### src/rtl/osg_pkg.sv
package osg_pkg;
   typedef enum logic [1:0] {
      ST_IDLE = 2'd0,
      ST_CALC = 2'd1,
      ST_RUN  = 2'd2
   } osg_state_e;
endpackage

### src/rtl/osg_div.sv
module osg_div #(
   parameter int DW = 32,
   parameter int NW = 8
) (
   input  logic          clk,
   input  logic          rst_n,
   input  logic          start,
   input  logic [DW-1:0] dividend,
   input  logic [NW-1:0] divisor,
   output logic [DW-1:0] quo,
   output logic [NW-1:0] rem,
   output logic          busy
);
   localparam int CW = $clog2(DW + 1);

   logic [CW-1:0] steps;
   logic [NW-1:0] dvs;
   logic [NW:0]   trial;

   assign trial = {rem, quo[DW-1]};
   assign busy  = (steps != '0);

   always_ff @(posedge clk or negedge rst_n) begin
      if (!rst_n) begin
         quo   <= '0;
         rem   <= '0;
         dvs   <= '0;
         steps <= '0;
      end else if (start) begin
         quo   <= dividend;
         rem   <= '0;
         dvs   <= divisor;
         steps <= CW'(DW);
      end else if (busy) begin
         steps <= steps - 1'b1;
         if (trial >= {1'b0, dvs}) begin
            rem <= NW'(trial - {1'b0, dvs});
            quo <= {quo[DW-2:0], 1'b1};
         end else begin
            rem <= trial[NW-1:0];
            quo <= {quo[DW-2:0], 1'b0};
         end
      end
   end
endmodule

### src/rtl/osg_pulse.sv
module osg_pulse #(
   parameter int DW    = 32,
   parameter int IDX_W = 7
) (
   input  logic             clk,
   input  logic             rst_n,
   input  logic             run,
   input  logic             tick,
   input  logic [DW-1:0]    cycle_len,
   input  logic [DW-1:0]    fast_len,
   output logic             fast_o,
   output logic             cycle_o,
   output logic [IDX_W-1:0] idx_o
);
   logic [DW-1:0]    cyc_cnt, fst_cnt, cyc_lim, fst_lim;
   logic [IDX_W-1:0] cur;
   logic             at_cycle, at_fast, cyc_end;

   assign cyc_lim  = (cycle_len == '0) ? '0 : cycle_len - 1'b1;
   assign fst_lim  = (fast_len  == '0) ? '0 : fast_len  - 1'b1;
   assign at_cycle = (cyc_cnt == '0);
   assign at_fast  = at_cycle || (fst_cnt == '0);
   assign cyc_end  = (cyc_cnt >= cyc_lim);

   always_ff @(posedge clk or negedge rst_n) begin
      if (!rst_n) begin
         cyc_cnt <= '0;
         fst_cnt <= '0;
         cur     <= '0;
         fast_o  <= 1'b0;
         cycle_o <= 1'b0;
         idx_o   <= '0;
      end else if (!run) begin
         cyc_cnt <= '0;
         fst_cnt <= '0;
         cur     <= '0;
         fast_o  <= 1'b0;
         cycle_o <= 1'b0;
         idx_o   <= '0;
      end else begin
         fast_o  <= tick && at_fast;
         cycle_o <= tick && at_cycle;
         if (tick) begin
            if (at_cycle) begin
               cur   <= '0;
               idx_o <= '0;
            end else if (at_fast) begin
               cur   <= cur + 1'b1;
               idx_o <= cur + 1'b1;
            end
            cyc_cnt <= cyc_end ? '0 : cyc_cnt + 1'b1;
            fst_cnt <= (cyc_end || fst_cnt >= fst_lim) ? '0 : fst_cnt + 1'b1;
         end
      end
   end

   a_r6_cycle_has_fast: assert property (@(posedge clk) disable iff (!rst_n)
      cycle_o |-> fast_o);
   a_r8_idx_zero_on_cycle: assert property (@(posedge clk) disable iff (!rst_n)
      cycle_o |-> (idx_o == '0));
   a_r9_strobe_needs_tick: assert property (@(posedge clk) disable iff (!rst_n)
      (fast_o || cycle_o) |-> $past(tick && run));
   a_r8_idx_holds: assert property (@(posedge clk) disable iff (!rst_n)
      (run && $past(run) && !fast_o) |-> $stable(idx_o));
endmodule

### src/rtl/osg_top.sv
module osg_top #(
   parameter int PERIOD_W    = 32,
   parameter int N_W         = 8,
   parameter int N_MAX       = 100,
   parameter int MIN_FAST_NS = 10000,
   parameter int IDX_W       = $clog2(N_MAX)
) (
   input  logic                clk,
   input  logic                rst_n,
   input  logic                enable,
   input  logic                ns_tick,
   input  logic [PERIOD_W-1:0] cycle_ns,
   input  logic [N_W-1:0]      factor,
   output logic                sync_fast,
   output logic                sync_cycle,
   output logic [IDX_W-1:0]    sample_idx,
   output logic                cfg_err
);
   import osg_pkg::*;

   localparam logic [PERIOD_W-1:0] FLOOR = PERIOD_W'(MIN_FAST_NS);
   localparam logic [N_W-1:0]      NLIM  = N_W'(N_MAX);

   generate
      if (N_MAX < 1)                       $error("N_MAX must be positive");
      if ((1 << N_W) <= N_MAX)             $error("N_W too narrow for N_MAX");
      if ((1 << IDX_W) < N_MAX)            $error("IDX_W too narrow");
      if (PERIOD_W < 2)                    $error("PERIOD_W too small");
      if (MIN_FAST_NS >= (1 << PERIOD_W) && PERIOD_W < 31) $error("floor exceeds period range");
   endgenerate

   osg_state_e          state;
   logic [PERIOD_W-1:0] cyc_q, quo;
   logic [N_W-1:0]      n_q, rem;
   logic                start, busy, calc_done, bad;
   logic                floor_bad;

   generate
      if (MIN_FAST_NS == 0) begin : g_nofloor
         assign floor_bad = 1'b0;
      end else begin : g_floor
         assign floor_bad = (quo < FLOOR);
      end
   endgenerate

   assign start     = (state == ST_IDLE) && enable;
   assign calc_done = (state == ST_CALC) && !busy;
   assign bad       = (n_q == '0) || (n_q > NLIM) || (rem != '0) || floor_bad;

   osg_div #(.DW(PERIOD_W), .NW(N_W)) u_div (
      .clk      (clk),
      .rst_n    (rst_n),
      .start    (start),
      .dividend (cycle_ns),
      .divisor  (factor),
      .quo      (quo),
      .rem      (rem),
      .busy     (busy)
   );

   always_ff @(posedge clk or negedge rst_n) begin
      if (!rst_n) begin
         state   <= ST_IDLE;
         cyc_q   <= '0;
         n_q     <= '0;
         cfg_err <= 1'b0;
      end else if (!enable) begin
         state   <= ST_IDLE;
         cfg_err <= 1'b0;
      end else begin
         case (state)
            ST_IDLE: begin
               cyc_q <= cycle_ns;
               n_q   <= factor;
               state <= ST_CALC;
            end
            ST_CALC: if (calc_done) begin
               cfg_err <= bad;
               state   <= ST_RUN;
            end
            default: ;
         endcase
      end
   end

   osg_pulse #(.DW(PERIOD_W), .IDX_W(IDX_W)) u_pulse (
      .clk       (clk),
      .rst_n     (rst_n),
      .run       ((state == ST_RUN) && enable),
      .tick      (ns_tick),
      .cycle_len (cyc_q),
      .fast_len  (quo),
      .fast_o    (sync_fast),
      .cycle_o   (sync_cycle),
      .idx_o     (sample_idx)
   );

   a_r10_idle_no_err: assert property (@(posedge clk) disable iff (!rst_n)
      (state == ST_IDLE) |-> !cfg_err);
   a_r5_quiet_in_calc: assert property (@(posedge clk) disable iff (!rst_n)
      (state == ST_CALC) |=> !sync_fast && !sync_cycle);
   a_r10_quiet_disabled: assert property (@(posedge clk) disable iff (!rst_n)
      !enable |=> !sync_fast && !sync_cycle);
   a_r2_factor_range: assert property (@(posedge clk) disable iff (!rst_n)
      ((state == ST_RUN) && (n_q == '0 || n_q > NLIM)) |-> cfg_err);
endmodule

### config.mk
export PLATFORM = sky130hd
export DESIGN_NAME = osg_top
export DESIGN_NICKNAME = d
export VERILOG_FILES = /design/src/rtl/osg_pkg.sv /design/src/rtl/osg_div.sv /design/src/rtl/osg_pulse.sv /design/src/rtl/osg_top.sv
export SDC_FILE = /design/constraint.sdc
export NUM_CORES = 1
export LEC_CHECK = 0
export CAP_MARGIN = 5
export CORE_MARGIN = 2
export CORE_UTILIZATION = 45
export DETAILED_ROUTE_END_ITERATION = 8
export DONT_BUFFER_PORTS = 1
export PLACE_DENSITY_LB_ADDON = 0.2
export SYNTH_ARGS = -nofsm -noshare
export SYNTH_HDL_FRONTEND = slang
export SYNTH_HIERARCHICAL = 1
export SYNTH_SLANG_ARGS = --single-unit
### constraint.sdc
create_clock -name clk -period 5.1 [get_ports clk]
set_input_delay 0.51 -clock clk [delete_from_list [all_inputs] [get_ports clk]]
set_output_delay 0.51 -clock clk [all_outputs]
set_load 0.1 [all_outputs]
==> out/qor.yml, run 1 <==
antenna_found_initial: 0
most-common-layout-cells: "nand2_1 (186), dfrtp_1 (170), ha_1 (82), nor2_1 (73), nand3_1 (54)"
post_cts.repair.setup_buffers: 0
overflow: 0
switching_share: 0.392
worst_path_max_delay_cell: "or4_1"
pwr_density_cell_nw_per_um2: 395
reg2reg_depth: 17
synth_area_sq_um: 12100
status: "completed"
grtUsageTotal: 0.227
die_w_microns: 168
grt_setup_unrepaired: "no"
final_hold_viol_count: 0
fin_skew_ns: 0.0216
finalCriticalPeriod_ns: 4.68
arrival_ns: 5.04
synth_nets: 1485
drive_gt1_frac: 0.0953
final_common_cell: "nand2_1"
drtPass1Iterations: 5
ant_nets: 0
finalCritPeriodShare: 0.918
clk_path_buf_depth: 2
grt_max_degree: 171
syn_avg_cell_area_sq_um: 8.93
synthCells: 1358
io_buffers: 0
stdcell_count: 1675
die_y_microns: 168
synth-main-ff-cell: "dfrtp_1"
yosys_warnings: 6
num_rows: 60
peakVddDrop_mv: 0.285
clock-sinks: 170
routedWlPerCell_microns: 18.7
async_flop_share: 1.00
relSlewSlack: 0.0957
yosysTopAreaCellShare: 0.351
clock_latency_ns: 0.44
yosys-top-cells-area: "dfrtp_1 (35%), ha_1 (8.5%), nand2_1 (5.8%)"
synth_cell_type_count: 78
crit_path_frequent_cell: "or2_1"
vias: 10066
dp_slack_ns: 0.412
max_freq_mhz: 214
core_area_sq_um: 26700
finalSetupViolations: 0
die_area_sq_um: 28300
ys_seq_elements: 170
p_seq_frac: 0.396
place_inst: 1641
viasPerCell: 6.01
cts_resized: 0
cts_max_level: 4
synth_top_area_cell: "dfrtp_1"
worstSetupPathType: "reg2reg"
place.gp.congestion: 0.882
drtIter0Drc: 838
synth_edf_count: 0
io_pins: 54
path_max_fanout: 60
cts_buffers: 17
cts_tree: "yes"
worstSetupEndpointType: "flip-flop"
grt_pass1_wl_mm: 51.5
power.total_mw: 5.11
route.detailed.drc: 0
synthToLayoutAreaGrowth_pct: 6.80
timing.rr.start: "cyc_q[11]"
yosysSeqAreaShare: 0.351
hp-class: "in2async"
cp.required_ns: 5.45
power_leakage_nw: 5.61
cts_root_buf: "clkbuf_16"
hold_ws_ns: 0.109
p_clk_frac: 0.254
totalWireLength_mm: 31.2
worst_slew_pin_slew_ns: 1.34
finalNetCount: 1447
fin_setup_tns_ns: 0
hpwl_mm: 22.3
initial_core_util: 0.454
drv_slew: 0
slowest_delay_ns: 0.54
critPathLaunch: "cyc_q[11]"
maxCapViolCount: 0
start_kind: "flip-flop"
p_comb_frac: 0.350
setup_ws_ns: 0.418
cts.clk_slew.worst_paths_ns: 0.08
crit_path_cell_trace: "or4_1 > or2_4 > or2_1 > or2_1 > nor3_2 > xor2_1 > nand2_1 > ha_1 > a21oi_1 > o21ai_0 > a2111oi_0 > o31ai_1 > a21oi_4 > buf_12 > buf_4 > a41oi_1 > mux2i_1"
switching_power_mw: 2.00
p_int_mw: 3.11
grt_pass1_vias: 9603
[power groups by stage]
stage | clock [mW] | sequential, mW | combinational, mW
after floorplan | 0 | 1.91 | 1.47
after global routing | 1.39 | 2.07 | 2.02
after CTS | 1.33 | 2.02 | 1.79
after detailed placement | 0 | 2.05 | 1.75
after global placement | 0 | 2.04 | 1.71
final | 1.30 | 2.03 | 1.79
[path summary, 6_finish.rpt]
check	endpoint	slack, ns
min in group clk	u_div/quo[28]	0.19
setup reg to reg	u_pulse/fst_cnt[14]	0.42
setup / recovery	u_pulse/fst_cnt[14]	0.42
max in group asynchronous	cyc_q[27]	4.33
hold / removal	u_pulse/cyc_cnt[10]	0.11
hold reg to reg	n_q[1]	0.52
[through the flow]
step,utilization,cell area (sq um)
floorplan,-,12100
global placement,0.461,12300
detailed placement,0.461,12300
CTS,0.484,12900
global route,0.484,12900
finish,0.484,12900
[routing by layer]
layer / vias up / wire length [microns] / global-route usage
met5: - / 0 / 0
met4: 0 / 527 / 0.0607
met3: 38 / 1790 / 0.0508
met2: 236 / 14300 / 0.357
met1: 4825 / 14700 / 0.317
li1: 4967 / - / -
[flip-flops by register name, indices dropped and copies added (netlist names)]
| register | cells |
|---|---|
| cyc_q | 32 |
| u_div/quo | 32 |
| u_pulse/cyc_cnt | 32 |
| u_pulse/fst_cnt | 32 |
| n_q | 8 |
| u_div/dvs | 8 |
| u_div/rem | 8 |
| u_pulse/idx_o | 7 |
| u_div/steps | 6 |
| state | 2 |
| cfg_err | 1 |
| u_pulse/cycle_o | 1 |
| u_pulse/fast_o | 1 |
[area by class of cell]
cell class,count,area (sq um)
fill,2573,13800
multi-input combinational,1073,7330
clock inverter,14,156
timing repair buffer,20,208
inverter,38,143
clock buffer,18,429
antenna,1,2.50
tap,341,427
sequential,170,4250
[cell families (layout without fill, tap and decap cells)]
group                    Yosys count  count (layout)  synth area share
flip-flops                       170             170             0.351
XOR/XNOR                          61              61            0.0441
adder cells (fa/ha/maj)           83              83            0.0863
AO/OA/AOI/OAI                    263             263             0.145
other                              0               1                 0
multiplexers                      93              93            0.0812
buffers and inverters            115              90            0.0459
AND/OR/NAND/NOR                  573             573             0.247
[what timing repair did]
action                                  4_1_cts  5_1_grt
endpoints found under the setup margin        0        0
endpoints found under the hold margin       170        0
hold buffers                                  1        0
[critical path: cells and delay by family, from the launching register on]
| kind | cells | cell delay, ns |
|---|---|---|
| xor+xnor | 1 | 0.19 |
| mux | 1 | 0.19 |
| buf+inv | 2 | 0.54 |
| simple gates | 6 | 1.70 |
| flops | 1 | 0.41 |
| fa+ha+maj | 1 | 0.31 |
| compound gates | 6 | 1.23 |
[synthesized netlist by cell type (15+ instances only)]
cell type,number
a21oi_1,40
a31oi_1,49
a41oi_1,25
and2_1,15
and3_1,27
clkbuf_1,43
dfrtp_1,170
ha_1,82
inv_1,37
mux2_2,43
mux2i_1,50
nand2_1,186
nand3_1,54
nand3b_1,15
nand4_1,53
nor2_1,73
nor3_1,37
nor4_1,33
o21ai_0,53
o21ai_1,20
xnor2_1,30
xor2_1,31
No activity file was read; power rests on OpenSTA's default activity.
==> run 2, diff against run 1 <==
- PLACE_DENSITY: unset -> 0.63
- PLACE_DENSITY_LB_ADDON: 0.2 -> unset
==> run 2 against run 1 <==
  * Utilization decreased by 0.065 points
  * Clock power about the same
  * Sequential cell count stayed put
  * Non-clock buffer count is 5 lower
  * Worst setup slack gained 0.00062 ns
  * Cell area fell by 0.14%
  * Critical endpoint is now u_pulse/fst_cnt[29]
==> out/qor.yml, run 2 (synthesis results as in run 1) <==
status: "completed"  # unchanged
grt_pass1_vias: 9570  # was 9603
clk_path_buf_depth: 2  # unchanged
grt_max_degree: 171  # unchanged
viasPerCell: 6.11  # was 6.01
antenna_found_initial: 0  # unchanged
vias: 10200  # was 10.1k
routedWlPerCell_microns: 18.8  # was 18.7 microns
relSlewSlack: 0.275  # was 0.0957
diodes: 0  # was 1
arrival_ns: 5.02  # was 5.04 ns
switching_power_mw: 2.03  # was 2.00 mW
final_hold_viol_count: 0  # unchanged
cts_max_level: 4  # unchanged
hpwl_mm: 22.2  # was 22.3 mm
drv_slew: 0  # unchanged
drtPass1Iterations: 5  # unchanged
peakVddDrop_mv: 0.281  # was 0.285 mV
die_w_microns: 168  # unchanged
totalWireLength_mm: 31.3  # was 31.2 mm
grtUsageTotal: 0.226  # was 0.227
power_leakage_nw: 5.59  # was 5.61 nW
route.detailed.drc: 0  # unchanged
p_int_mw: 3.12  # was 3.11 mW
stdcell_count: 1669  # was 1675
io_pins: 54  # unchanged
clock-sinks: 170  # unchanged
path_max_fanout: 69  # was 60
worstSetupEndpointType: "flip-flop"  # unchanged
finalCriticalPeriod_ns: 4.68  # about the same
cts.clk_slew.worst_paths_ns: 0.08  # about the same
cp.required_ns: 5.44  # was 5.45 ns
io_buffers: 0  # unchanged
cts_tree: "yes"  # unchanged
p_comb_frac: 0.348  # was 0.350
core_area_sq_um: 26700  # unchanged
die_y_microns: 168  # unchanged
switching_share: 0.394  # was 0.392
num_rows: 60  # unchanged
die_area_sq_um: 28300  # unchanged
cts_root_buf: "clkbuf_16"  # unchanged
drive_gt1_frac: 0.0934  # was 0.0953
fin_skew_ns: 0.0180  # was 0.0216 ns
final_common_cell: "nand2_1"  # unchanged
p_seq_frac: 0.395  # was 0.396
finalNetCount: 1442  # was 1447
p_clk_frac: 0.257  # was 0.254
place_inst: 1636  # was 1641
grt_pass1_wl_mm: 51.4  # was 51.5 mm
initial_core_util: 0.454  # unchanged
hp-class: "in2async"  # unchanged
synthToLayoutAreaGrowth_pct: 6.66  # was 6.80%
post_cts.repair.setup_buffers: 0  # unchanged
maxCapViolCount: 0  # unchanged
ant_nets: 0  # unchanged
cts_buffers: 17  # unchanged
pwr_density_cell_nw_per_um2: 398  # was 395 nW/um^2
drtIter0Drc: 822  # was 838
fin_setup_tns_ns: 0  # unchanged
max_freq_mhz: 214  # about the same
grt_setup_unrepaired: "no"  # unchanged
start_kind: "flip-flop"  # unchanged
clock_latency_ns: 0.44  # about the same
worst_slew_pin_slew_ns: 1.09  # was 1.34 ns
most-common-layout-cells: "nand2_1 (186), dfrtp_1 (170), ha_1 (82), nor2_1 (73), nand3_1 (54)"  # unchanged
overflow: 0  # unchanged
place.gp.congestion: 0.890  # was 0.882
finalCritPeriodShare: 0.918  # about the same
worstSetupPathType: "reg2reg"  # unchanged
r2r_slack_ns: 0.42  # about the same
finalSetupViolations: 0  # unchanged
run 2: final timing paths:
check,startpoint,to,cells past startpoint
worst max-delay path,cyc_q[24],u_pulse/fst_cnt[29],15
worst min register to register,n_q[1],n_q[1],1
worst min-delay path,rst_n,u_pulse/cyc_cnt[9],1
worst max register to register,cyc_q[24],u_pulse/fst_cnt[29],15
max in group asynchronous,rst_n,u_div/quo[1],1
min in group clk,factor[7],u_div/dvs[7],2
run 2: critical path, stage by stage, from the launching register on:
cell,delay [ns]
dfrtp_1,0.42
nor3_1,0.26
nand2b_1,0.19
nor4_1,0.33
nand2b_1,0.13
or4_1,0.56
and2_1,0.19
ha_1,0.26
nand2b_1,0.13
a2111oi_0,0.43
nor4_1,0.11
or4_4,0.52
a21oi_4,0.19
buf_12,0.30
nand3_2,0.26
o211ai_1,0.27
run 2: final cells by class:
type	instances	area [sq um]
Clock buffer	17	425
Clock inverter	15	176
Fill cell	2567	13800
Inverter	38	143
Multi-Input combinational cell	1073	7330
Sequential cell	170	4250
Tap cell	341	427
Timing Repair Buffer	15	170
run 2: power by group through the flow:
stage / clock network, mW / logic [mW] / registers (mW)
after floorplan: 0 / 1.47 / 1.91
after global placement: 0 / 1.70 / 2.04
after detailed placement: 0 / 1.75 / 2.05
after CTS: 1.35 / 1.79 / 2.03
after global routing: 1.41 / 2.01 / 2.08
final: 1.32 / 1.79 / 2.03
run 2: repair_timing:
item | in CTS | in global routing
gates resized for setup | 0 | 1
endpoints found under the hold margin | 170 | 0
endpoints found under the setup margin | 0 | 6
hold buffers | 1 | 0
run 2: metal layers:
layer / up-vias / GRT usage / routed length [microns]
li1: 4938 / - / -
met1: 4930 / 0.314 / 14600
met2: 302 / 0.358 / 14300
met3: 30 / 0.0522 / 2010
met4: 0 / 0.0566 / 437
met5: - / 0 / 0
run 2: metrics by stage:
stage	instance area (sq um)	hold WS [ns]	power, mW	worst slack, ns	util
floorplan	12100	0.214	3.38	1.01	-
global placement	12300	0.226	3.74	0.644	0.460
detailed placement	12300	0.228	3.80	0.502	0.460
CTS	12900	0.155	5.17	0.461	0.483
global route	12900	0.168	5.50	0.0590	0.484
finish	12900	0.0962	5.15	0.419	0.484
==> run 3, diff against run 2 <==
- clock period: 5.1 -> 6 ns (I/O delays scaled with it)
==> run 3 against run 2 <==
  * Via count decreased by 1.1%
  * Sequential power decreased by 15%
  * Utilization about the same
  * Maximum frequency decreased by 2.4%
  * Combinational power decreased by 16%
  * Clock skew decreased by 0.0058 ns
  * First-iteration DRC count increased by 3.5%
  * Critical path depth increased by 1
  * Worst setup slack improved by 0.79 ns
  * Register-to-register slack improved by 0.79 ns
  * Cell area about the same
  * Global-route usage decreased by 0.31 points
  * Highest routed layer unchanged
==> out/qor.yml, run 3 (synthesis results as in run 1) <==
critPathLaunch: "cyc_q[24]"  # unchanged
clock_latency_ns: 0.44  # about the same
finalCriticalPeriod_ns: 4.80  # was 4.68 ns
overflow: 0  # unchanged
grt.busiest_layer: "met2"  # unchanged
vias: 10088  # was 10.2k
peakVddDrop_mv: 0.239  # was 0.281 mV
stdcell_count: 1666  # was 1669
status: "completed"  # unchanged
most-common-layout-cells: "nand2_1 (186), dfrtp_1 (170), ha_1 (82), nor2_1 (73), nand3_1 (54)"  # unchanged
viasPerCell: 6.06  # was 6.11
cts_max_level: 4  # unchanged
maxCapViolCount: 0  # unchanged
num_rows: 60  # unchanged
cts.clk_slew.worst_paths_ns: 0.08  # about the same
die_y_microns: 168  # unchanged
relSlewSlack: 0.252  # was 0.275
route.detailed.drc: 0  # unchanged
cp.required_ns: 6.35  # was 5.44 ns
slowest_delay_ns: 0.52  # was 0.56 ns
cts_buffers: 17  # unchanged
crit_path_cell_trace: "nor3_1 > nand2b_1 > nor4_1 > nand2b_1 > or4_1 > buf_4 > and2_1 > ha_1 > nand2b_1 > a2111oi_0 > nor4_1 > or4_4 > a21oi_4 > buf_12 > nand3_2 > o211ai_1"  # was nor3_1 > nand2b_1 > nor4_1 > nand2b_1 > or4_1 > and2_1 > ha_1 > nand2b_1 > a2111oi_0 > nor4_1 > or4_4 > a21oi_4 > buf_12 > nand3_2 > o211ai_1
routedWlPerCell_microns: 18.4  # was 18.8 microns
core_area_sq_um: 26700  # unchanged
drtPass1Iterations: 5  # unchanged
grtUsageTotal: 0.223  # was 0.226
worstSetupEndpointType: "flip-flop"  # unchanged
final_common_cell: "nand2_1"  # unchanged
totalWireLength_mm: 30.7  # was 31.3 mm
final_hold_viol_count: 0  # unchanged
finalNetCount: 1439  # was 1442
drtIter0Drc: 851  # was 822
drive_gt1_frac: 0.0906  # was 0.0934
post_cts.repair.setup_buffers: 0  # unchanged
worst_path_max_delay_cell: "or4_1"  # unchanged
finalCritPeriodShare: 0.799  # was 0.918
io_pins: 54  # unchanged
worst_slew_pin_slew_ns: 1.12  # was 1.09 ns
worstSetupPathType: "reg2reg"  # unchanged
io_buffers: 0  # unchanged
power_leakage_nw: 5.59  # about the same
postPlaceCellArea_sq_um: 12200  # was 12300 sq um
fin_setup_tns_ns: 0  # unchanged
clk_path_buf_depth: 2  # unchanged
switching_power_mw: 1.73  # was 2.03 mW
fin_util: 0.483  # was 0.484
path_max_fanout: 66  # was 69
ant_nets: 0  # unchanged
place.gp.congestion: 0.878  # was 0.890
grt_max_degree: 171  # unchanged
drv_slew: 0  # unchanged
stdcell_area_sq_um: 12900  # about the same
multiInputGateArea_sq_um: 7330  # about the same
fin_skew_ns: 0.0122  # was 0.0180 ns
p_comb_frac: 0.340  # was 0.348
arrival_ns: 5.15  # was 5.02 ns
cts_tree: "yes"  # unchanged
finalSetupViolations: 0  # unchanged
diodes: 0  # unchanged
clock-sinks: 170  # unchanged
antenna_found_initial: 0  # unchanged
pwr_density_cell_nw_per_um2: 342  # was 398 nW/um^2
max_freq_mhz: 209  # was 214 MHz
met3_usage: 0.0397  # was 0.0522
initial_core_util: 0.454  # unchanged
fill_cells: 2550  # was 2567
cts_root_buf: "clkbuf_16"  # unchanged
p_int_mw: 2.69  # was 3.12 mW
cts_resized: 0  # unchanged
grt_use_met2: 0.357  # was 0.358
reg2reg_depth: 16  # was 15
hp-class: "in2async"  # unchanged
grt_pass1_vias: 9675  # was 9570
die_area_sq_um: 28300  # unchanged
r2r-end: "u_pulse/fst_cnt[29]"  # unchanged
gr-usage-met1: 0.309  # was 0.314
die_w_microns: 168  # unchanged
switching_share: 0.391  # was 0.394
place_inst: 1633  # was 1636
grt_pass1_wl_mm: 50.9  # was 51.4 mm
crit_path_frequent_cell: "nand2b_1"  # unchanged
hold_buffers: 1  # unchanged
start_kind: "flip-flop"  # unchanged
hpwl_mm: 21.8  # was 22.2 mm
grt_setup_unrepaired: "no"  # unchanged
p_clk_frac: 0.271  # was 0.257
r2r_slack_ns: 1.20  # was 0.42 ns
p_seq_frac: 0.389  # was 0.395
timing.rr.start: "cyc_q[24]"  # unchanged
synthToLayoutAreaGrowth_pct: 6.56  # was 6.66%
ff_latch_area_sq_um: 4250  # unchanged
## run 3: cell type report
type / count / area share
multi-input cells: 1073 / 0.567
flip-flops and latches: 170 / 0.329
well taps: 341 / 0.0330
clock buffers: 17 / 0.0329
clock inverters: 15 / 0.0169
inverters: 38 / 0.0110
repair buffers: 12 / 0.00949
## run 3: metal layers
metal / part of all wire / up-vias
met1: 0.47 / 4875
li1: - / 4935
met2: 0.45 / 245
met5: 0 / -
met3: 0.055 / 33
met4: 0.018 / 0
## run 3: power groups by stage
stage | sequential, mW | combinational, mW | clock, mW
CTS | 1.72 | 1.50 | 1.22
floorplan | 1.62 | 1.25 | 0
global placement | 1.73 | 1.43 | 0
finish | 1.72 | 1.50 | 1.20
detailed placement | 1.74 | 1.47 | 0
global route | 1.76 | 1.70 | 1.27
## run 3: worst max-delay path, delay by kind of cell (launching register included)
kind	cells	cell delay (ns)
simple gates	10	2.57
flops	1	0.43
buf+inv	2	0.52
fa+ha+maj	1	0.26
compound gates	3	0.88
## run 3: through the flow
step | hold slack (ns) | setup WS, ns | power (mW)
2_1_floorplan | 0.304 | 1.91 | 2.87
3_3_place_gp | 0.317 | 1.32 | 3.16
3_5_place_dp | 0.317 | 1.25 | 3.21
4_1_cts | 0.248 | 1.24 | 4.45
5_1_grt | 0.264 | 0.732 | 4.72
6_report | 0.186 | 1.20 | 4.42
## run 3: how the worst max path moves through the flow
| stage | slack (ns) | end | cells past startpoint |
|---|---|---|---|
| final | 1.20 | u_pulse/fst_cnt[29] | 16 |
| after global placement | 1.32 | u_pulse/fst_cnt[11] | 16 |
| after global routing | 0.73 | u_pulse/fst_cnt[5] | 16 |
| after detailed placement | 1.25 | u_pulse/fst_cnt[25] | 16 |
| after floorplan | 1.91 | u_pulse/fst_cnt[9] | 16 |
| after CTS | 1.24 | u_pulse/fst_cnt[29] | 16 |
